**src/rtl/qbb_phase_det.sv**
```systemverilog
module qbb_phase_det #(
  parameter int OVS = 8
) (
  input  logic           clk,
  input  logic           rst_n,
  input  logic           acq_mode,
  input  logic [OVS-1:0] samp_word,
  output logic           ret_data,
  output logic           pump_up,
  output logic           pump_dn,
  output logic           pump_up_hi,
  output logic           pump_dn_hi
);
  localparam int EDGE_IDX = 0;
  localparam int MID_IDX  = OVS / 2;
  localparam int QE_IDX   = OVS / 4;
  localparam int QL_IDX   = (3 * OVS) / 4;

  logic [OVS-1:0] prev_w;
  logic           primed;

  wire bit_old = prev_w[MID_IDX];
  wire bit_new = samp_word[MID_IDX];
  wire edge_s  = samp_word[EDGE_IDX];
  wire q_early = samp_word[QE_IDX];
  wire q_late  = prev_w[QL_IDX];

  wire xition  = primed && (bit_old != bit_new);
  wire clk_lat = xition && (edge_s == bit_new);
  wire clk_ear = xition && (edge_s == bit_old);
  wire big_lat = clk_lat && !acq_mode && (q_late == bit_new);
  wire big_ear = clk_ear && !acq_mode && (q_early == bit_old);

  always_ff @(posedge clk) begin
    if (!rst_n) begin
      prev_w     <= '0;
      primed     <= 1'b0;
      ret_data   <= 1'b0;
      pump_up    <= 1'b0;
      pump_dn    <= 1'b0;
      pump_up_hi <= 1'b0;
      pump_dn_hi <= 1'b0;
    end else begin
      prev_w     <= samp_word;
      primed     <= 1'b1;
      ret_data   <= bit_new;
      pump_up    <= clk_lat;
      pump_dn    <= clk_ear;
      pump_up_hi <= big_lat;
      pump_dn_hi <= big_ear;
    end
  end

  assert_retime_R2: assert property (@(posedge clk) disable iff (!rst_n)
    $past(rst_n) |-> ret_data == $past(samp_word[MID_IDX]));

  assert_quiet_no_edge_R3: assert property (@(posedge clk) disable iff (!rst_n)
    (ret_data == $past(ret_data)) |-> (!pump_up && !pump_dn && !pump_up_hi && !pump_dn_hi));

  assert_acq_no_strong_R7: assert property (@(posedge clk) disable iff (!rst_n)
    acq_mode |=> (!pump_up_hi && !pump_dn_hi));

  assert_exclusive_R8: assert property (@(posedge clk) disable iff (!rst_n)
    $onehot0({pump_up, pump_dn}));

  assert_strong_needs_weak_R8: assert property (@(posedge clk) disable iff (!rst_n)
    (!pump_up_hi || pump_up) && (!pump_dn_hi || pump_dn));

  assert_first_word_quiet_R9: assert property (@(posedge clk) disable iff (!rst_n)
    !$past(primed) |-> (!pump_up && !pump_dn));
endmodule

```
**config.mk**
```make
export PLATFORM = sky130hd
export DESIGN_NAME = qbb_phase_det
export DESIGN_NICKNAME = d
export VERILOG_FILES = /design/src/rtl/qbb_phase_det.sv
export SDC_FILE = /design/constraint.sdc
export NUM_CORES = 1
export LEC_CHECK = 0
export BUFFER_PORTS_ARGS = -buffer_cell sky130_fd_sc_hd__clkbuf_2
export CORE_AREA = 2 2 39 41
export DETAILED_ROUTE_END_ITERATION = 6
export DIE_AREA = 0 0 41 43
export PLACE_DENSITY = 0.42
export SYNTH_ARGS = -nofsm -noshare
export SYNTH_HDL_FRONTEND = slang
export SYNTH_SLANG_ARGS = --single-unit
```
**constraint.sdc**
```tcl
create_clock -name clk -period 1.05 [get_ports clk]
set_input_delay 0.1575 -clock clk [delete_from_list [all_inputs] [get_ports clk]]
set_output_delay 0.1575 -clock clk [all_outputs]
set_load 0.05 [all_outputs]
```
[Yosys cells after proc, flatten, opt, wreduce, memory -nomap -nowiden]
Cells that the tools add are included.
Storage, ports and cells
  bits in registers: 13
  input port bits: 11
  word-level logic and storage cells: 21
Cells by class
  eq/ne operators: 5
  multiplexer cells: 1
  reduce and logical (&&, ||, !) cells: 8
Operators by type and width (number)
  $logic_and A1 B1 Y1: 7
  $eq A1 B1 Y1: 4
  $logic_not A1 Y1: 1
  $mux W1: 1
  $ne A1 B1 Y1: 1

[Depth between registers and ports, before layout]
  depth after elaboration: 5
  mapped depth: 2

[Worst setup path after synthesis]
No wires, ideal clock.
  path kind: register to register
  from: register prev_w[4]
  to: register pump_up_hi
  setup time: 0.070 ns
  arrival: 1.284 ns
  path slack: -0.304 ns
  stages on the path, launching flop included: 3
  buffers on the path: 0
  cells stage by stage: dfxtp_1 or4b_1 a21oi_1
Between the ends
  longest elaborated chain between the ends: 5
Ends and longest elaborated chain
  start, declared: line 19  | logic [OVS-1:0] prev_w;
  start signal, assigned: line 44  | prev_w <= samp_word;
  $ne A1 B1 Y1: line 28  | wire xition = primed && (bit_old != bit_new);
  $logic_and A1 B1 Y1: line 28
  $logic_and A1 B1 Y1: line 29  | wire clk_lat = xition && (edge_s == bit_new);
  $logic_and A1 B1 Y1 (2 in series): line 31  | wire big_lat = clk_lat && !acq_mode && (q_late == bit_new);
  end signal, assigned: line 49  | pump_up_hi <= big_lat;
  end, declared: line 11  | output logic pump_up_hi,
No other way between the ends.
A chain may end at the register's enable or synchronous reset.

[Final worst setup path]
Same ends and word-level chain as after synthesis.

==> impl_metrics.ini <==
[setup_path]
reg2reg_depth = 2
arrival_ps = 1200
path_class = register to register
max_stage_delay_ps = 460
path_max_fanout = 9
cp_slowest_cell = or4b_4
worstSetupEndpointType = register
path_cells = or4b_4 -> a21oi_2
critPathRequiredTime_ps = 1240
startpoint_type = register

[clocking]
cts_setup_buffers = 0
cts.reportedPaths.clkPinSlew_ps = 50
htreeDepth = 1
cts_hold_buffers = 0
clkSinkCount = 7
insertion_delay_ps = 250
root_buffer = clkbuf_4
clk_path_buf_depth = 2
numCtsBuffers = 3
cts_tree = yes

[finish]
fin_cells = 56
syn_to_final_growth_pct = 51.0
drive_above_1_share_pct = 50.0
nFillCells = 159
nets = 52
antenna_cells = 0

[floorplan]
dieArea_um2 = 1760
io_pins = 16
rows = 14
die_w_um = 41
start_util_pct = 18.4
core_um2 = 1380
die_y_um = 43

[placement]
dp.cells = 52
gp_congestion = 0.623
io_buffers = 11

[timing]
slew_headroom_pct = 81.6
finalCritPeriodShare_pct = 96.6
finClkSkew_ps = 2.83
fmax_mhz = 986
finalHoldWorstSlack_ps = 62.8
drv_slew = 0
rsz0062_at_grt = true
fin_crit_ps = 1010
hold_violations = 0
setup_viol = 0
tightest_slew_ps = 277

[route]
drc = 0
drt-vias-per-instance = 4.13
top_layer = met3
wirelength_um = 480
wl_met1_um = 175
met3WireLength_um = 73
wl_met2_um = 230
drt_iter0_markers = 0
vias = 231
first_pass_iters = 1
wl_per_cell_um = 8.57
ant_nets = 0

[power_and_ir_drop]
power_density_nw_per_um2 = 1520
ir_drop_mv = 0.852
p_leak_uw = 0.000159
total_power_uw = 585

[synth]
synth_warnings = 0
synth_area_um2 = 255
synth-seq-cells = 7
synth_edf_count = 0
synth_area_leader_cell = dfxtp_1
yosys_most_used_dff = dfxtp_1
synth_cells = 23
synth_most_common_cell = dfxtp_1
synth_nets = 34
netlist.area_leader.share_pct = 54.9
synth_area_per_cell_um2 = 11.1
ys_types = 9
yosys-top-cells-area = dfxtp_1, nand3b_1, a21oi_1, or4b_1, nand4b_1
synthArstFlopShare_pct = 0
ys_seq_area_share_pct = 54.9
yosys-top-cells-count = dfxtp_1, a21oi_1, nand3b_1

[grt]
grt_pass1_wl_um = 786
grtUsageTotal_pct = 7.55
grt_max_degree = 10
grt_overflow = 0
grt_pass1_vias = 206
antenna_found_initial = 0

[run_status]
outcome = completed

[flow_run]
max_cap_viol_count = 0

[hold_path]
min_path_type = input pin to register
whs_path_depth = 1
critical path, delay by kind of cell (launching register included):
family,cells,cell delay [ps]
flops,1,370
compound gates,1,120
simple gates,1,460
power breakdown:
group          internal (uW)  switching (uW)
combinational           29.9            37.5
sequential               275            6.29
clock                    145            92.3
routing by layer:
| metal | track usage, % | vias to the layer above |
|---|---|---|
| met2 | 9.38 | 13 |
| li1 | - | 120 |
| met1 | 6.80 | 98 |
| met4 | 4.00 | 0 |
| met5 | 0 | - |
| met3 | 9.42 | 0 |
cells in the final DEF, fill, tap and decap left out:
cell / netlist / routed
or4b_1: 2 / 1
nand4b_1: 2 / 2
clkbuf_4: 0 / 4
a21oi_1: 4 / 3
nand3b_1: 3 / 3
nand2_1: 1 / 1
and2_1: 1 / 1
clkbuf_2: 0 / 10
and2_2: 1 / 1
dfxtp_4: 0 / 1
dfxtp_1: 7 / 6
or4b_4: 0 / 1
a21oi_2: 0 / 1
buf_4: 0 / 2
clkbuf_1: 0 / 1
or3b_1: 2 / 2
sequential cells by signal, summed over array words and instances (netlist names):
register,count
prev_w,2
primed,1
pump_up,1
pump_dn_hi,1
pump_dn,1
pump_up_hi,1
cell type report:
class	instances	area (um^2)	area share [%]
timing repair buffer	13	72.6	18.8
tap	16	20.0	5.19
sequential	7	144	37.3
clock buffer	4	26.3	6.82
multi-input combinational	16	123	31.8
final timing paths:
path	from	slack (ps)	endpoint
worst max-delay path	prev_w[4]	40	pump_up_hi
worst min-delay path	rst_n	60	primed
worst max register to register	prev_w[4]	40	pump_up_hi
worst min register to register	primed	480	pump_up
timing repair:
action / in CTS / in global routing
pin swaps: 0 / 1
setup endpoints to repair: 1 / 3
cloned: 0 / 0
gates resized for setup: 1 / 2
kinds of logic after synthesis:
logic type / Yosys count / synth area share (%)
and+or+nand+nor: 12 / 37.3
DFF: 7 / 54.9
AOI/OAI and AO/OA: 4 / 7.84
per-stage QoR:
stage | instance area (um^2) | utilization [%] | setup TNS [ps] | setup slack, ps
after CTS | 378 | 27.3 | 0 | 24.0
after floorplan | 259 | - | -28.7 | -28.7
after detailed placement | 349 | 25.2 | 0 | 30.0
after global routing | 385 | 27.8 | -54.1 | -27.2
after global placement | 349 | 25.2 | 0 | 50.4
final | 385 | 27.8 | 0 | 35.6
No activity file was read; power rests on OpenSTA's default activity.
